File: config.mk
export PLATFORM = sky130hd
export DESIGN_NAME = downTimer
export DESIGN_NICKNAME = d
export VERILOG_FILES = /design/src/rtl/downTimerPkg.sv /design/src/rtl/downTimerPath.sv /design/src/rtl/downTimerCtrl.sv /design/src/rtl/downTimer.sv
export SDC_FILE = /design/constraint.sdc
export NUM_CORES = 1
export LEC_CHECK = 0
export BUFFER_PORTS_ARGS = -buffer_cell sky130_fd_sc_hd__buf_2
export CAP_MARGIN = 20
export CELL_PAD_IN_SITES_DETAIL_PLACEMENT = 1
export CELL_PAD_IN_SITES_GLOBAL_PLACEMENT = 1
export CORE_ASPECT_RATIO = 0.75
export CORE_MARGIN = 2
export CORE_UTILIZATION = 33
export CTS_CLUSTER_SIZE = 12
export DETAILED_ROUTE_END_ITERATION = 7
export GPL_TIMING_DRIVEN = 0
export PLACE_DENSITY = 0.88
export SYNTH_ARGS = -nofsm -noshare
export SYNTH_HDL_FRONTEND = slang
export SYNTH_HIERARCHICAL = 1
export SYNTH_SLANG_ARGS = --single-unit
File: constraint.sdc
create_clock -name clk -period 2.3 [get_ports clk]
set_input_delay 0.46 -clock clk [delete_from_list [all_inputs] [get_ports clk]]
set_output_delay 0.46 -clock clk [all_outputs]
set_load 0.02 [all_outputs]
File: src/rtl/downTimerPkg.sv
package downTimerPkg;
  localparam int unsigned DATA_W = 8;
  localparam int unsigned ADDR_W = 8;
  localparam logic [ADDR_W-1:0] COUNT_ADDR = 8'h08;
  localparam logic [ADDR_W-1:0] CTRL_ADDR  = 8'h09;
  localparam int unsigned FLAG_BIT = 7;
  localparam int unsigned MASK_BIT = 6;

  // strobes from control to datapath
  typedef struct packed {
    logic loadCount;
  } pathStrobe_t;
endpackage

File: src/rtl/downTimerPath.sv
module downTimerPath
  import downTimerPkg::*;
#(
  parameter int unsigned CNT_W = DATA_W
) (
  input  logic             clk,
  input  logic             rstN,
  input  logic             tickEn,
  input  pathStrobe_t      strobe,
  input  logic [CNT_W-1:0] loadData,
  output logic [CNT_W-1:0] count,
  output logic             hitZero
);
  localparam logic [CNT_W-1:0] ONE  = CNT_W'(1);
  localparam logic [CNT_W-1:0] ZERO = '0;
  localparam logic [CNT_W-1:0] ALL1 = '1;

  logic stepNow;
  assign stepNow = tickEn && !strobe.loadCount;
  assign hitZero = stepNow && (count == ONE);

  always_ff @(posedge clk or negedge rstN) begin
    if (!rstN)                 count <= ZERO;
    else if (strobe.loadCount) count <= loadData;
    else if (tickEn)           count <= count - ONE;
  end


  load_takes_chk: assert property (@(posedge clk) disable iff (!rstN)
    strobe.loadCount |=> count == $past(loadData));

  count_hold_chk: assert property (@(posedge clk) disable iff (!rstN)
    (!tickEn && !strobe.loadCount) |=> $stable(count));

  wrap_chk: assert property (@(posedge clk) disable iff (!rstN)
    (stepNow && count == ZERO) |=> count == ALL1);
endmodule

File: src/rtl/downTimerCtrl.sv
module downTimerCtrl
  import downTimerPkg::*;
(
  input  logic              clk,
  input  logic              rstN,
  input  logic [ADDR_W-1:0] busAddr,
  input  logic              busWrEn,
  input  logic              flagWrBit,
  input  logic              maskWrBit,
  input  logic [DATA_W-1:0] count,
  input  logic              hitZero,
  output pathStrobe_t       strobe,
  output logic [DATA_W-1:0] busRdData,
  output logic              irqReq
);
  logic wrCtrl;
  logic swClear;
  logic flag;
  logic mask;

  assign wrCtrl           = busWrEn && (busAddr == CTRL_ADDR);
  assign strobe.loadCount = busWrEn && (busAddr == COUNT_ADDR);
  assign swClear          = wrCtrl && !flagWrBit;

  always_ff @(posedge clk or negedge rstN) begin
    if (!rstN)        flag <= 1'b0;
    else if (hitZero) flag <= 1'b1;
    else if (swClear) flag <= 1'b0;
  end

  always_ff @(posedge clk or negedge rstN) begin
    if (!rstN)       mask <= 1'b1;
    else if (wrCtrl) mask <= maskWrBit;
  end

  always_comb begin
    busRdData = '0;
    if (busAddr == COUNT_ADDR) begin
      busRdData = count;
    end else if (busAddr == CTRL_ADDR) begin
      busRdData[FLAG_BIT] = flag;
      busRdData[MASK_BIT] = mask;
    end
  end

  assign irqReq = flag && !mask;


  flag_set_chk: assert property (@(posedge clk) disable iff (!rstN)
    hitZero |=> flag);

  flag_keep_chk: assert property (@(posedge clk) disable iff (!rstN)
    (flag && !swClear) |=> flag);

  flag_clear_chk: assert property (@(posedge clk) disable iff (!rstN)
    (swClear && !hitZero) |=> !flag);
endmodule

File: src/rtl/downTimer.sv
module downTimer
  import downTimerPkg::*;
(
  input  logic              clk,
  input  logic              rstN,
  input  logic              tickEn,
  input  logic [ADDR_W-1:0] busAddr,
  input  logic              busWrEn,
  input  logic [DATA_W-1:0] busWrData,
  output logic [DATA_W-1:0] busRdData,
  output logic              irqReq
);
  pathStrobe_t       strobe;
  logic [DATA_W-1:0] count;
  logic              hitZero;

  downTimerCtrl ctrl_i (
    .clk       (clk),
    .rstN      (rstN),
    .busAddr   (busAddr),
    .busWrEn   (busWrEn),
    .flagWrBit (busWrData[FLAG_BIT]),
    .maskWrBit (busWrData[MASK_BIT]),
    .count     (count),
    .hitZero   (hitZero),
    .strobe    (strobe),
    .busRdData (busRdData),
    .irqReq    (irqReq)
  );

  downTimerPath #(.CNT_W(DATA_W)) path_i (
    .clk      (clk),
    .rstN     (rstN),
    .tickEn   (tickEn),
    .strobe   (strobe),
    .loadData (busWrData),
    .count    (count),
    .hitZero  (hitZero)
  );


  mask_block_chk: assert property (@(posedge clk) disable iff (!rstN)
    (busWrEn && busAddr == CTRL_ADDR && busWrData[MASK_BIT]) |=> !irqReq);
endmodule

==> key figures, run 1 <==
Synthesis
  • Yosys top cell area share: between 30% and 40%
  • Most common library cells after synthesis: 10 x nand2_1, 9 x dfrtp_1, 7 x and2_1, 7 x nor2_1, 7 x o21ai_0
  • Mapped Nets: 99
  • Seq cells post-synth: 10
  • Leading post-synthesis cells by cell area: dfrtp_1 33%, and2_1 6.4%, nand2_1 5.5%
  • Avg Inst Size Synth: 8.87 um2
  • Yosys cell types: 30
  • Number of cells produced by synthesis: between 70 and 80
  • Area leader, netlist: dfrtp_1
  • Syn Std Cell Area: 683 um2
  • Most common cell in the synthesized netlist: nand2_1
  • Main synth FF type: dfrtp_1
  • EDFF count, synth: 0
  • Register area share after synthesis: between 30% and 40%
  • Asr flop ratio synth: between 90% and 100%
  • Yosys warnings: 6

Final layout
  • Post-Layout Inst Area: slightly below 900 um2
  • Multi-input logic area: 413 um2
  • N_diodes: 0
  • Layout cells sized above 1: about a third
  • Area delta synth->final: 30.2%
  • Nets: roughly 130
  • Fill cells: between 200 and 300
  • Register Area: around 250 um2
  • Layout Cells excl Fill: ~130

Clocking
  • Worst-path clk slew: 0.07 ns
  • Post-CTS setup buffers: 0
  • Clock Tree Root: clkbuf_4
  • Hold-fix buffers, CTS: 0
  • Cts repair resizes: 0
  • CTS Buf Count: 3
  • Clock network latency to the later pin of the worst-skew pair: around 0.26 ns
  • CTS H-tree lvls: 1
  • CTS max path bufs: 2
  • Clk sinks: 10
  • CTS tree: done

Power
  • P_sw: 0.000295 W
  • Clock share of power: just over 20%
  • Internal power: around 0.00048 W
  • Pwr Density: roughly 870 nW/um2
  • Logic pwr share: roughly a third
  • Max VDD drop: between 0.4 and 0.5 mV
  • Leak: between 0.4 and 0.5 nW
  • Switching Share: between 30% and 40%
  • Seq pwr share: between 40% and 50%

Timing
  • Setup TNS: 0 ns
  • Fin crit share: approximately 96%
  • RSZ-0062 raised after global routing: no
  • FMAX: between 400 and 500 MHz
  • Tmin final: around 2.2 ns
  • Max_slew headroom: 72.2%
  • Worst slew pin tran: 0.417 ns
  • # setup viols final: 0
  • Clk_skew: about 0.0028 ns
  • Max-slew violation count: 0
  • Fin. Hold Viols: 0

Run
  • Max-cap viol count: 0

Floorplan
  • Core ar.: between 1500 and 2000 um2
  • DIE HEIGHT: about 43 um
  • DIE WIDTH: approximately 57 um
  • Die Area: roughly 2500 um2
  • Site row count: 14
  • Starting Density: around 35%
  • Ports: 29

Placement
  • Dpl cells: approximately 130
  • Port bufs: 28
  • Placer Congestion: 0.765
  • Cell Area, Placed: ~850 um2

Detailed routing
  • Iter 0 DRT Violations: 9
  • Vias: 661
  • Vias/cell: ~5
  • WL final: 1.81 mm
  • DR pass1 iterations: 4
  • Post-DRT Antenna Nets: 0
  • Wire per inst: 13.6 um
  • DRC violations left: 0

Worst setup path
  • Worst Setup Start Kind: input pin
  • Worst-path fanout max: 7
  • FF-to-FF path depth: 3
  • R2R Setup Slk: between 0.6 and 0.7 ns
  • Setup CP Type: in -> out
  • Arrival @ worst endpoint: between 1.5 and 2 ns
  • FF-to-FF End: path_i/count[7]
  • CP Capture Type: output port
  • Reg2reg start: path_i/count[4]
  • Critical Path RT: about 1.8 ns

Global route
  • Initial antenna violation count: 0
  • Largest net degree at the start of global routing: 11
  • Vias in the first global route: around 670
  • GRT Overall Usage: 15.9%
  • Total grt overflow: 0
  • Global-route wire length before repair: 2.96 mm

Status
  • Outcome: finished, final reports clean

Hold path
  • Hold WC Path Type: in -> async
-- worst max-delay path, cell delays in order --
cell	delay (ns)
buf_2	0.10
or4b_4	0.58
nor3_4	0.29
and2_1	0.17
buf_2	0.15
-- cell type report --
cell class / instances / share of cell area, %
buffer: 1 / 0.422
tap: 24 / 3.38
inverter: 4 / 1.69
multi-input combinational: 62 / 46.4
sequential: 10 / 28.3
clock buffer: 4 / 4.08
timing repair buffer: 28 / 15.8
-- kinds of logic after synthesis --
kind of cell / count (synthesis) / synth area share [%]
DFF: 10 / 36.8
adders and majority gates: 2 / 3.66
xor gates and xnor gates: 4 / 5.13
AOI/OAI and AO/OA: 11 / 9.16
muxes: 3 / 4.58
buffers and inverters: 5 / 2.75
and+or+nand+nor: 42 / 37.9
-- flip-flops by register name, summed over array words and instances (netlist names) --
register,flops
ctrl_i/flag,1
ctrl_i/mask,1
path_i/count,8
-- cell usage in the layout, fill, tap and decap left out, types with 2 or more instances in the layout --
| cell type | n |
|---|---|
| nor3_4 | 2 |
| inv_1 | 4 |
| buf_2 | 28 |
| dfrtp_1 | 9 |
| nand2_1 | 10 |
| xnor2_1 | 3 |
| or3_1 | 2 |
| or4_1 | 2 |
| ha_1 | 2 |
| nor2_1 | 7 |
| and2_1 | 7 |
| clkbuf_4 | 3 |
| nand3_1 | 3 |
| o21ai_0 | 7 |
| mux2i_1 | 2 |
-- layer usage --
layer / share of wire (%) / vias to the layer above / global-route usage [%]
met2: 52 / 10 / 27.7
met4: 0 / 0 / 5.71
met1: 45 / 320 / 20.3
met5: 0 / - / 0
met3: 2.2 / 0 / 2.69
li1: - / 331 / -
-- power by group through the flow --
stage	clock, W	combinational [W]	sequential (W)
final	0.000161	0.000257	0.000360
after global routing	0.000176	0.000294	0.000371
after global placement	0	0.000241	0.000351
after CTS	0.000168	0.000257	0.000360
after floorplan	0	0.000192	0.000327
after detailed placement	0	0.000254	0.000361
-- worst max-delay path by stage --
| stage | start | end | depth (start not counted) |
|---|---|---|---|
| after floorplan | busAddr[7] | busRdData[6] | 3 |
| after global placement | busAddr[7] | path_i/count[4] | 6 |
| after detailed placement | busAddr[7] | path_i/count[0] | 6 |
| after CTS | busAddr[7] | busRdData[4] | 5 |
| after global routing | busAddr[7] | path_i/count[2] | 7 |
| final | busAddr[7] | busRdData[4] | 5 |
-- through the flow --
step / setup WS, ns / power (W) / util [%] / hold WS [ns]
6_report: 0.0888 / 0.000777 / 44.9 / 0.0414
5_1_grt: 0.00164 / 0.000841 / 44.9 / 0.0392
4_1_cts: 0.0718 / 0.000785 / 44.9 / 0.0413
3_5_place_dp: -0.148 / 0.000615 / 43.1 / 0.334
3_3_place_gp: -0.0733 / 0.000591 / 43.1 / 0.331
2_1_floorplan: 0.184 / 0.000520 / - / 0.164
No activity file was read; power rests on OpenSTA's default activity.
==> run 2, diff against run 1 <==
==> constraint.sdc (replaced) <==
create_clock -name clk -period 2.3 [get_ports clk]
set_input_delay 0.575 -clock clk [delete_from_list [all_inputs] [get_ports clk]]
set_output_delay 0.575 -clock clk [all_outputs]
set_load 0.05 [all_outputs]
==> run 2 against run 1 <==
  * The run now ends with setup timing left
  * Maximum frequency is 10% lower
  * Non-clock buffer count up 1
  * Register-to-register slack is essentially flat
  * Design area is 11% higher
  * Clock skew rose by 0.0020 ns
  * Core utilization increased by 5.0 points
  * Critical endpoint is now busRdData[0]
  * Largest power group unchanged
==> key figures, run 2 (synthesized netlist as in run 1, its figures left out) <==
Status
  • Outcome: finished, violations left
  • Failing checks: setup timing

Detailed routing
  • Iter 0 DRT Violations: 15 (+6)
  • DRC violations left: 0 (unchanged)
  • Post-DRT Antenna Nets: 0 (unchanged)
  • WL final: 2.11 mm (+17%)
  • DR pass1 iterations: 4 (unchanged)
  • Vias/cell: 5.21 (+4.8%)
  • Wire per inst: 15.8 um (+16%)
  • Vias: 698 (+5.6%)

Global route
  • GRT Overall Usage: 19.3% (+3.3 points)
  • Initial antenna violation count: 0 (unchanged)
  • Largest net degree at the start of global routing: 11 (unchanged)
  • Total grt overflow: 0 (unchanged)
  • Vias in the first global route: 735 (+9.5%)
  • Global-route wire length before repair: 3.55 mm (+20%)

Worst setup path
  • Worst path bufs/invs: 2 (unchanged)
  • Setup CP Type: in -> out
  • Crit path cell chain: buf_6 -> or4b_4 -> nor3_4 -> and2_2 -> buf_6
  • Critical Path Max Stage Delay: 0.56 ns (-0.02 ns)
  • CP delay by family, top: simple AND/OR/NAND/NOR gates
  • Worst Setup Start Kind: input pin
  • CP Capture Type: output port
  • Critical Path RT: 1.73 ns (-0.11 ns)
  • Arrival @ worst endpoint: 1.89 ns (+0.14 ns)
  • Worst-path fanout max: 7 (unchanged)
  • Most frequent CP cell: buf_6
  • Critical-path top delay cell: or4b_4

Placement
  • Placer Congestion: 0.766 (+0.16%)
  • Port bufs: 28 (unchanged)
  • DP Wirelength: roughly 1.5 mm
  • Setup WS pre-CTS: -0.273 ns (-0.125 ns)
  • Cell Area, Placed: 876 um2 (+2.6%)

Clocking
  • CTS tree: done
  • Worst-path clk slew: 0.07 ns (about the same)
  • Clock Tree Root: clkbuf_4
  • CTS Buf Count: 3 (unchanged)
  • CTS max path bufs: 2 (unchanged)
  • Hold-fix buffers, CTS: 0 (unchanged)
  • Clock network latency to the later pin of the worst-skew pair: 0.28 ns (+0.02 ns)
  • CTS H-tree lvls: 1 (unchanged)
  • Clk sinks: 10 (unchanged)

Power
  • Leak: 0.457 nW (+5.4%)
  • Max VDD drop: 0.466 mV (-0.36%)
  • Pwr Density: 831 nW/um2 (-4.9%)
  • Total power: 0.000821 W (+5.7%)

Final layout
  • Nets: 133 (+0.76%)
  • Utilization after layout: 49.9% (+5.0 points)
  • Commonest non-fill, non-tap cell in the layout: buf_2
  • Area delta synth->final: 44.7%
  • Post-Layout Inst Area: 988 um2 (+11%)
  • Layout cells sized above 1: 44.5% (+9.7 points)
  • Top flop regs: path_i/count x8, ctrl_i/flag x1, ctrl_i/mask x1
  • Commonest cells after routing, fill and taps aside: 19 x buf_2, 10 x nand2_1, 9 x dfrtp_1
  • Most flops, register: path_i/count
  • Max FFs per register: 8 (unchanged)
  • N_diodes: 0 (unchanged)

Floorplan
  • Core ar.: 1980 um2 (unchanged)
  • Die Area: 2450 um2 (unchanged)
  • Site row count: 14 (unchanged)
  • DIE HEIGHT: 43.4 um (unchanged)
  • DIE WIDTH: 56.5 um (unchanged)
  • Ports: 29 (unchanged)
  • Starting Density: 34.5% (unchanged)

Timing
  • Max_slew headroom: 77.7% (+5.5 points)
  • Fin crit share: 107% (+11 points)
  • WHS: 0.148 ns (+0.106 ns)
  • Fin worst setup slack: -0.166 ns (-0.255 ns)
  • Fin. Hold Viols: 0 (unchanged)
  • RSZ-0062 raised after global routing: yes
  • Clk_skew: 0.00477 ns (+0.00197 ns)
  • Worst slew pin tran: 0.332 ns (-0.0851 ns)
  • FMAX: 405 MHz (-10%)
  • # setup viols final: 8 (+8)
  • Max-slew violation count: 0 (unchanged)
  • Tmin final: 2.47 ns (+0.255 ns)

Run
  • Max-cap viol count: 0 (unchanged)

Hold path
  • Hold WC Path Type: in -> async
## run 2: cell types whose count changed in the layout (fill, tap and decap cells not counted), sizes merged
| cell | delta |
|---|---|
| buf | +1 |
## run 2: area by class of cell
cell class / count / area (um2)
Timing Repair Buffer: 29 / 211
Buffer: 1 / 5.00
Tap cell: 24 / 30.0
Multi-Input combinational cell: 62 / 439
Clock buffer: 4 / 36.3
Fill cell: 256 / 991
Inverter: 4 / 15.0
Sequential cell: 10 / 251
## run 2: per-layer routing
| metal | global-route usage [%] | up-vias | share of wire (%) | wire length (um) |
|---|---|---|---|---|
| met5 | 0 | - | 0 | 0 |
| met4 | 4.29 | 0 | 0.76 | 16 |
| met3 | 6.57 | 4 | 4.1 | 86 |
| met2 | 32.6 | 13 | 51 | 1070 |
| met1 | 24.2 | 345 | 45 | 940 |
| li1 | - | 336 | - | - |
## run 2: where the power goes
part / switching, W / internal (W)
registers: 0.000104 / 0.000258
clock network: 0.0000698 / 0.0000963
logic: 0.000163 / 0.000131
## run 2: what timing repair did
item	4_1_cts	5_1_grt
setup endpoints to repair	8	16
gates cloned	0	0
resized for setup	19	5
pin swaps	2	1
setup buffers	1	0
## run 2: stage by stage
step / instances / setup TNS, ns
6_report: 134 / -1.26
3_5_place_dp: 129 / -3.76
3_3_place_gp: 129 / -2.83
4_1_cts: 134 / -1.30
5_1_grt: 134 / -1.54
2_1_floorplan: 77 / -0.141
## run 2: worst reg2reg max path: stages (launching register included)
cell	delay (ns)
dfrtp_1	0.43
or4b_1	0.60
nor3_1	0.34
nor2_1	0.10
a21oi_1	0.16
## run 2: worst paths after layout
check | start | endpoint | slack (ns) | depth (start not counted)
worst max-delay path | busAddr[7] | busRdData[0] | -0.17 | 5
worst min-delay path | rstN | path_i/count[2] | 0.15 | 1
worst max register to register | path_i/count[4] | ctrl_i/flag | 0.60 | 4
worst min register to register | ctrl_i/flag | ctrl_i/flag | 0.58 | 2
max in group asynchronous | rstN | ctrl_i/mask | 1.89 | 1
min in group clk | busWrData[4] | path_i/count[4] | 0.51 | 3
